===== src/rtl/hi_ilv_pkg.sv =====
package hi_ilv_pkg;
  typedef enum logic [1:0] {W64 = 2'd0, W128 = 2'd1, W256 = 2'd2, WBAD = 2'd3} opWidth_e;
  typedef enum logic [1:0] {E8 = 2'd0, E16 = 2'd1, E32 = 2'd2, E64 = 2'd3} elemSize_e;

  localparam int NUM_ELEM_SIZES = 4;
  localparam int MIN_ELEM_W = 8;

  typedef struct packed {
    logic      load;
    logic      err;
    opWidth_e  width;
    elemSize_e elem;
    logic      zeroHi;
  } ilvStrobe_t;
endpackage


===== src/rtl/hi_ilv_ctrl.sv =====
module hi_ilv_ctrl
  import hi_ilv_pkg::*;
(
  input  logic       clk,
  input  logic       rst,
  input  logic       inValid,
  input  logic [1:0] widthSel,
  input  logic [1:0] elemSel,
  input  logic       zeroUpper,
  output ilvStrobe_t strb,
  output logic       outValid,
  output logic       errOut
);
  opWidth_e  widthCode;
  elemSize_e elemCode;
  logic      illegal;

  assign widthCode = opWidth_e'(widthSel);
  assign elemCode  = elemSize_e'(elemSel);

  always_comb begin
    illegal = 1'b0;
    if (widthCode == WBAD) illegal = 1'b1;
    if (widthCode == W64 && elemCode == E64) illegal = 1'b1;
  end

  assign strb.load   = inValid & ~rst;
  assign strb.err    = illegal;
  assign strb.width  = widthCode;
  assign strb.elem   = elemCode;
  assign strb.zeroHi = zeroUpper;

  always_ff @(posedge clk) begin
    if (rst) begin
      outValid <= 1'b0;
      errOut   <= 1'b0;
    end else begin
      outValid <= inValid;
      errOut   <= inValid & illegal;
    end
  end

  // valid follows the input one clock later
  a_r2_valid_follows: assert property (@(posedge clk) disable iff (rst)
    inValid |=> outValid);
  a_r2_idle_follows: assert property (@(posedge clk) disable iff (rst)
    !inValid |=> !outValid);
  // no error without a valid result
  a_r2_err_needs_valid: assert property (@(posedge clk) disable iff (rst)
    errOut |-> outValid);
endmodule


===== src/rtl/hi_ilv_datapath.sv =====
module hi_ilv_datapath
  import hi_ilv_pkg::*;
#(
  parameter int DW       = 256,
  parameter int LANE_W   = 128,
  parameter int NARROW_W = 64
) (
  input  logic             clk,
  input  logic             rst,
  input  ilvStrobe_t       strb,
  input  logic [DW-1:0]    srcA,
  input  logic [DW-1:0]    srcB,
  input  logic [DW-1:0]    oldDest,
  output logic [DW-1:0]    resultQ
);
  localparam int NLANES = DW / LANE_W;
  localparam int HALF   = LANE_W / 2;
  localparam int NHALF  = NARROW_W / 2;

  logic [DW-1:0]       wideAll   [NUM_ELEM_SIZES];
  logic [NARROW_W-1:0] narrowAll [NUM_ELEM_SIZES];

  for (genvar k = 0; k < NUM_ELEM_SIZES; k++) begin : gSize
    localparam int EW = MIN_ELEM_W << k;
    logic [DW-1:0] wideRes;

    always_comb begin
      wideRes = '0;
      for (int l = 0; l < NLANES; l++) begin
        for (int j = 0; j < HALF / EW; j++) begin
          wideRes[l*LANE_W + (2*j)*EW +: EW]   = srcA[l*LANE_W + HALF + j*EW +: EW];
          wideRes[l*LANE_W + (2*j+1)*EW +: EW] = srcB[l*LANE_W + HALF + j*EW +: EW];
        end
      end
    end
    assign wideAll[k] = wideRes;

    if (EW < NARROW_W) begin : gNarrow
      logic [NARROW_W-1:0] narrowRes;
      always_comb begin
        narrowRes = '0;
        for (int j = 0; j < NHALF / EW; j++) begin
          narrowRes[(2*j)*EW +: EW]   = srcA[NHALF + j*EW +: EW];
          narrowRes[(2*j+1)*EW +: EW] = srcB[NHALF + j*EW +: EW];
        end
      end
      assign narrowAll[k] = narrowRes;
    end else begin : gNoNarrow
      assign narrowAll[k] = '0;
    end
  end

  logic [DW-LANE_W-1:0] upperKeep;
  logic [DW-1:0]        nextRes;

  assign upperKeep = strb.zeroHi ? '0 : oldDest[DW-1:LANE_W];

  always_comb begin
    unique case (strb.width)
      W64:     nextRes = {{(DW-NARROW_W){1'b0}}, narrowAll[strb.elem]};
      W128:    nextRes = {upperKeep, wideAll[strb.elem][LANE_W-1:0]};
      W256:    nextRes = wideAll[strb.elem];
      default: nextRes = '0;
    endcase
    if (strb.err) nextRes = '0;
  end

  always_ff @(posedge clk) begin
    if (rst)            resultQ <= '0;
    else if (strb.load) resultQ <= nextRes;
  end

  // zeroing mode clears the upper destination half
  a_r6_zero_upper: assert property (@(posedge clk) disable iff (rst)
    $past(strb.load && strb.width == W128 && strb.zeroHi && !strb.err)
      |-> resultQ[DW-1:LANE_W] == '0);
  // merging mode keeps the old destination upper half
  a_r5_merge_upper: assert property (@(posedge clk) disable iff (rst)
    $past(strb.load && strb.width == W128 && !strb.zeroHi && !strb.err)
      |-> resultQ[DW-1:LANE_W] == $past(oldDest[DW-1:LANE_W]));
  // 64-bit results have nothing above the narrow group
  a_r7_narrow_upper: assert property (@(posedge clk) disable iff (rst)
    $past(strb.load && strb.width == W64)
      |-> resultQ[DW-1:NARROW_W] == '0);
endmodule


===== src/rtl/simd_hi_interleave.sv =====
module simd_hi_interleave
  import hi_ilv_pkg::*;
#(
  parameter int DW       = 256,
  parameter int LANE_W   = 128,
  parameter int NARROW_W = 64
) (
  input  logic          clk,
  input  logic          rst,
  input  logic          inValid,
  input  logic [1:0]    widthSel,
  input  logic [1:0]    elemSel,
  input  logic          zeroUpper,
  input  logic [DW-1:0] srcA,
  input  logic [DW-1:0] srcB,
  input  logic [DW-1:0] oldDest,
  output logic          outValid,
  output logic [DW-1:0] result,
  output logic          errOut
);
  ilvStrobe_t strb;

  hi_ilv_ctrl u_ctrl (
    .clk      (clk),
    .rst      (rst),
    .inValid  (inValid),
    .widthSel (widthSel),
    .elemSel  (elemSel),
    .zeroUpper(zeroUpper),
    .strb     (strb),
    .outValid (outValid),
    .errOut   (errOut)
  );

  hi_ilv_datapath #(.DW(DW), .LANE_W(LANE_W), .NARROW_W(NARROW_W)) u_dp (
    .clk    (clk),
    .rst    (rst),
    .strb   (strb),
    .srcA   (srcA),
    .srcB   (srcB),
    .oldDest(oldDest),
    .resultQ(result)
  );

  // an illegal combination produces a zero result
  a_r8_err_zero_result: assert property (@(posedge clk) disable iff (rst)
    (outValid && errOut) |-> result == '0);
endmodule


===== config.mk =====
export PLATFORM = sky130hd
export DESIGN_NAME = simd_hi_interleave
export DESIGN_NICKNAME = d
export VERILOG_FILES = /design/src/rtl/hi_ilv_pkg.sv /design/src/rtl/hi_ilv_ctrl.sv /design/src/rtl/hi_ilv_datapath.sv /design/src/rtl/simd_hi_interleave.sv
export SDC_FILE = /design/constraint.sdc
export NUM_CORES = 1
export LEC_CHECK = 0
export ABC_AREA = 1
export BUFFER_PORTS_ARGS = -buffer_cell sky130_fd_sc_hd__buf_4
export CELL_PAD_IN_SITES_DETAIL_PLACEMENT = 1
export CELL_PAD_IN_SITES_GLOBAL_PLACEMENT = 1
export CORE_AREA = 3 3 404 406
export CTS_CLUSTER_DIAMETER = 30
export DETAILED_ROUTE_END_ITERATION = 10
export DIE_AREA = 0 0 407 409
export GPL_TIMING_DRIVEN = 0
export HOLD_SLACK_MARGIN = 0.1
export PLACE_DENSITY_LB_ADDON = 0.3
export RECOVER_POWER = 100
export SETUP_SLACK_MARGIN = 0.5
export SYNTH_ARGS = -nofsm -noshare
export SYNTH_HDL_FRONTEND = slang
export SYNTH_HIERARCHICAL = 1
export SYNTH_SLANG_ARGS = --single-unit

===== constraint.sdc =====
create_clock -name clk -period 3 [get_ports clk]
set_clock_uncertainty 0.15 [all_clocks]
set_input_delay 0.3 -clock clk [delete_from_list [all_inputs] [get_ports clk]]
set_output_delay 0.3 -clock clk [all_outputs]
set_load 0.1 [all_outputs]

Word level (Yosys, flattened, before mapping):

Index checks and enable logic that the tools add are counted.

* bits of input ports: 776
* logic and storage cells: 25
* register bits after elaboration: 258

* muxes and demuxes: 11
* equal/unequal tests: 4
* $lt $le $gt $ge: 1
* bitwise operators: 4
* reduce and logical (&&, ||, !) cells: 2

Operators by type and width (count)
* 256-bit two-way mux: 3
* 256-bit one-hot mux with 3 select lines: 1
* 256-bit binary-select mux with 2-bit select: 1
* 64-bit binary-select mux with 2-bit select: 1
* 128-bit two-way mux: 1
* 64-bit two-way mux: 2
* 2-bit equality test (second input constant): 3
* 3-bit greater-or-equal comparator (second input constant): 1
* 2-bit NOT with 3-bit output: 1
* 1-bit AND: 2
* 2-bit by 1-bit equality test with 1-bit output (second input constant): 1
* 2-bit zero test: 1
* 1-bit two-way mux: 2
* 1-bit logical AND: 1
* 1-bit NOT: 1

Longest topological paths before layout:

* depth after elaboration: 6
* mapped depth: 13
* depth with buffers taken out: 11

Hierarchy:

Netlist, hierarchy kept.

Modules (own cells, without submodules)
* hi_ilv_datapath: instances 1, cells an instance 2809, area each 15854.0 um^2, seq. area each 5124.9 um^2
* hi_ilv_ctrl: instances 1, cells an instance 19, area each 138.9 um^2, seq. area each 40.0 um^2

Worst setup path after synthesis:

OpenSTA, ideal clock, no wires.

* path kind: in2reg
* start point: input port elemSel[0]
* end point: register u_dp.resultQ[104]
* data arrival time: 1.585 ns
* path buffers: 2
* library setup time: 0.070 ns
* slack: 1.195 ns
* stages on the path: 11
* path through: nand2_1 -> inv_1 -> nand2_1 -> nand2_1 -> buf_4 -> nor2_2 -> nand2_2 -> nor2_2 -> buf_2 -> o211ai_1 -> a21oi_1

* elaborated cells on any way between the ends: 9

RTL lines
* from (decl): line simd_hi_interleave.sv:12 `input logic [1:0] elemSel,`
* 2-bit equality test: line hi_ilv_ctrl.sv:24 `if (widthCode == W64 && elemCode == E64) illegal = 1'b1;`
* 1-bit logical AND: line hi_ilv_ctrl.sv:24
* 1-bit two-way mux: line hi_ilv_ctrl.sv:24
* via u_ctrl.illegal: line hi_ilv_ctrl.sv:16 `logic illegal;`
* 256-bit two-way mux: line hi_ilv_datapath.sv:65 `if (strb.err) nextRes = '0;`
* to (signal assigned): line hi_ilv_datapath.sv:70 `else if (strb.load) resultQ <= nextRes;`
* to (decl): line hi_ilv_datapath.sv:14 `output logic [DW-1:0] resultQ`

The timed path passes the listed nets, and every way through them passes these cells. The select of a mux whose other input is x is not followed.
A chain may end at the register's enable or synchronous reset.

Worst setup path in the final report:

* start point: input port elemSel[1]
* end point: register u_dp.resultQ[152]

* longest elaborated chain between the ends: 6
* elaborated cells on any way between the ends: 9

RTL lines
* 2-bit NOT with 3-bit output (implied by the code): line hi_ilv_datapath.sv:62 `W256: nextRes = wideAll[strb.elem];`
* 256-bit binary-select mux with 2-bit select: line hi_ilv_datapath.sv:62
* 256-bit two-way mux (2 in a row)
* 256-bit one-hot mux with 3 select lines: line hi_ilv_datapath.sv:59 `unique case (strb.width)`
* 256-bit two-way mux *: line hi_ilv_datapath.sv:65

Mark *: on every way between the ends. The rest lies on a longest branch, timed or not. The select of a mux whose other input is x is not followed.

==> parameters.txt <==
Parameter                              Value

CTS
  Number of buffers on the longest clock path ... 3
  Root Driver ... sky130_fd_sc_hd__clkbuf_16
  CTS sink count ... 258
  CTS Buf Count ... 101
  Max H-tree Level ... 3
  Clock tree from TritonCTS ... done
  Clock slew at reported path FFs ... 0.04 ns
  Clk_lat worst skew ... 0.70 ns
  Post-CTS setup buffers ... 0

STA
  Final max-slew violation count ... 0
  Post-route worst hold slack ... 0.155 ns
  Final hold viol count ... 0
  Post-route worst setup slack ... 0.260 ns
  Peak Freq ... 0.365 GHz
  Final critical delay including setup and external delays ... 2.74 ns
  Worst rel slew slack ... 5.80%
  Unrepaired setup endpoints after global routing ... true
  Period Utilization, post-route ... 91.3%
  Final number of setup-violating endpoints ... 0
  Slew @ Worst Pin ... 1.42 ns

Critical path
  Startpoint types ... primary input
  Cell type of the slowest stage on the worst timing path ... sky130_fd_sc_hd__clkbuf_1
  Cell-by-cell trace of the critical path ... clkbuf_4, buf_4, clkbuf_2, clkbuf_1, o21ai_0, o21ai_1, nand2_1, a21oi_1
  Delay contributed by the slowest stage of the critical path ... 0.99 ns
  Critical path start-end classification ... primary input to flop
  Crit Path Max Fanout ... 11
  Number of buffers and inverters on the critical path ... 4
  Element type at the critical path end ... flop
  Reg-to-reg setup timing slack ... 2.05 ns
  Top Family by Delay on Critical Path ... buffers and inverters
  Worst endpoint data arrival time ... 3.21 ns
  Required time of the critical path ... 3.47 ns

Global route
  Antenna violations before repair ... 77
  GR Util All Layers ... 19.3%
  Largest net degree at the start of global routing ... 16
  First-pass GRT wire length ... 221000 um
  Number of global-route vias before repair ... 26400
  Total congestion overflow ... 0

Drt
  Post-DR vias/cell ... 3.94
  Total via count after detailed routing ... 25200
  Number of remaining DRC errors ... 0
  Routed Antenna Nets ... 0
  Average wire length per cell after detail routing ... 25.9 um
  Drt first pass iters ... 5
  Total Wirelength ... 166000 um
  Starting DRT DRC Count ... 1591

Power and ir drop
  Ratio of total power to cell area ... 587 nW/um^2
  Leak ... 13.5 nW
  Highest ir drop seen on vdd ... 459 uV

Synthesis
  Yosys cell types ... 22
  Avg Cell Area, Syn ... 5.66 sq um
  Post-synth net total ... 3604
  Combined area of all synthesized cells ... 16000 sq um
  Synth Register Bits ... 258
  Portion of synthesized cell area occupied by the leading cell type ... 33.6%
  Number of standard cells after synthesis ... 2828
  Count of warnings emitted by yosys ... 6
  Cell types occupying the most area after synthesis ... sky130_fd_sc_hd__nand2_1, sky130_fd_sc_hd__dfxtp_1, sky130_fd_sc_hd__a21oi_1
  Sequential share of the synthesized area ... 32.3%
  Top cell type by total area after synthesis ... sky130_fd_sc_hd__nand2_1

Final layout
  Combined flip-flop and latch cell area ... 5160 sq um
  # nets final ... 4909
  Area used by multi-input combinational logic ... 9400 sq um
  Fillers ... 19900
  Area growth, synth to finish ... 98.7%
  Share of cells above drive strength 1 ... 17.3%
  Post-layout instance area ... 31800 sq um

Worst hold path
  Path category of the worst min-delay check ... primary input to flop

Floorplan
  Placeable core area ... 160000 sq um
  Site Rows ... 147
  Total die area ... 166000 sq um
  Die outline width ... 407 um
  Vertical die dimension ... 409 um
  Boundary Pins ... 1034
  Initial standard-cell utilization of the core ... 9.98%

Placed design
  Place WS ... -0.687 ns
  PortBufs ... 712
  Instance area after placement ... 24000 sq um
  Post-DP HPWL ... 137000 um
  Last weighted congestion value of the routability-driven placer ... 0.898

Status
  Result of the run ... finished, final reports clean

Job
  Number of maximum-capacitance constraint violations ... 0
## layout make-up
class	instances	area share, %
repair buffers	1202	29.2
plain buffers	221	3.11
well taps	2160	8.51
diodes	41	0.323
clock inverters	42	2.31
clock buffers	141	9.25
inverters	121	1.43
flip-flops and latches	258	16.3
multi-input cells	2228	29.6
## cells in the final DEF, fill, tap and decap left out, types with 28 or more instances in the layout
| cell type | instances |
|---|---|
| sky130_fd_sc_hd__dfxtp_1 | 258 |
| sky130_fd_sc_hd__dlygate4sd3_1 | 490 |
| sky130_fd_sc_hd__nor2_1 | 102 |
| sky130_fd_sc_hd__buf_2 | 52 |
| sky130_fd_sc_hd__nand3_1 | 155 |
| sky130_fd_sc_hd__diode_2 | 41 |
| sky130_fd_sc_hd__clkbuf_2 | 28 |
| sky130_fd_sc_hd__o211ai_1 | 56 |
| sky130_fd_sc_hd__clkbuf_16 | 103 |
| sky130_fd_sc_hd__clkbuf_1 | 385 |
| sky130_fd_sc_hd__o21ai_0 | 176 |
| sky130_fd_sc_hd__buf_4 | 458 |
| sky130_fd_sc_hd__inv_1 | 119 |
| sky130_fd_sc_hd__nand2_1 | 1433 |
| sky130_fd_sc_hd__a21oi_1 | 266 |
## cells in the mapped netlist
cell type	instances
sky130_fd_sc_hd__nand2_1	1432
sky130_fd_sc_hd__a21oi_1	266
sky130_fd_sc_hd__dfxtp_1	258
sky130_fd_sc_hd__o21ai_0	170
sky130_fd_sc_hd__nand3_1	155
sky130_fd_sc_hd__clkbuf_1	121
sky130_fd_sc_hd__inv_1	118
sky130_fd_sc_hd__nor2_1	100
sky130_fd_sc_hd__buf_2	77
sky130_fd_sc_hd__o211ai_1	56
sky130_fd_sc_hd__o21ai_1	28
sky130_fd_sc_hd__buf_1	13
sky130_fd_sc_hd__buf_4	10
sky130_fd_sc_hd__nor2_2	6
sky130_fd_sc_hd__a31oi_1	5
sky130_fd_sc_hd__nor3_1	5
sky130_fd_sc_hd__inv_2	3
sky130_fd_sc_hd__a21oi_2	1
sky130_fd_sc_hd__nand2_2	1
sky130_fd_sc_hd__nand2_4	1
sky130_fd_sc_hd__nor2_4	1
sky130_fd_sc_hd__nor3_2	1
## path summary, 6_finish.rpt
path                                        from                              to  depth (start not counted)
setup / recovery                      elemSel[1]  u_dp/resultQ[152]$_SDFFE_PP0P_                          8
hold / removal                          srcA[58]   u_dp/resultQ[50]$_SDFFE_PP0P_                          7
setup reg to reg   u_dp/resultQ[10]$_SDFFE_PP0P_   u_dp/resultQ[10]$_SDFFE_PP0P_                          2
hold reg to reg   u_dp/resultQ[133]$_SDFFE_PP0P_  u_dp/resultQ[133]$_SDFFE_PP0P_                          2
## metal layers
metal,vias up,part of all wire [%],global-route usage (%)
met5,-,0.13,0
met4,34,2.2,4.90
met3,211,6.7,4.55
met2,1029,46,31.9
met1,12300,45,25.0
li1,11700,-,-
## cells by family (layout without fill, tap and decap cells)
| group | after synthesis | after routing | share of synthesized area [%] |
|---|---|---|---|
| other | 0 | 41 | 0 |
| AO/OA/AOI/OAI | 526 | 526 | 17.4 |
| AND/OR/NAND/NOR | 1702 | 1702 | 41.4 |
| buffers and inverters | 342 | 1727 | 8.86 |
| flip-flops | 258 | 258 | 32.3 |
## tightest hold or removal path, cell delays in order
cell	delay (ns)
sky130_fd_sc_hd__buf_4	0.12
sky130_fd_sc_hd__inv_1	0.09
sky130_fd_sc_hd__nor2_1	0.07
sky130_fd_sc_hd__nand2_1	0.06
sky130_fd_sc_hd__nand3_1	0.07
sky130_fd_sc_hd__nand3_1	0.15
sky130_fd_sc_hd__a21oi_1	0.08
## timing repair
action	in CTS	in global routing
gates cloned	0	0
endpoints found under the setup margin	118	46
gates resized for setup	7	34
endpoints found under the hold margin	257	0
hold buffers	490	0
## registers in the layout, summed over array words and instances (netlist names)
name             flops
u_ctrl/errOut        1
u_ctrl/outValid      1
u_dp/resultQ       256
## metrics by stage
stage                     power (mW)  TNS [ns]  instances  util (%)
after floorplan                 5.26         0       2828         -
after global placement          6.96    -57.18       5700      15.0
final                           18.7         0       6414      19.8
after global routing            19.4         0       6393      19.8
after detailed placement        6.97    -57.93       5700      15.0
after CTS                       19.0         0       6373      20.4
## report_power, final
group | internal (mW) | switching [mW] | leakage, nW
clock network | 8.10 | 3.13 | 1.80
registers | 3.54 | 0.0554 | 2.09
logic | 1.26 | 2.58 | 9.64
Note: power is estimated with default switching activity, not from simulation.
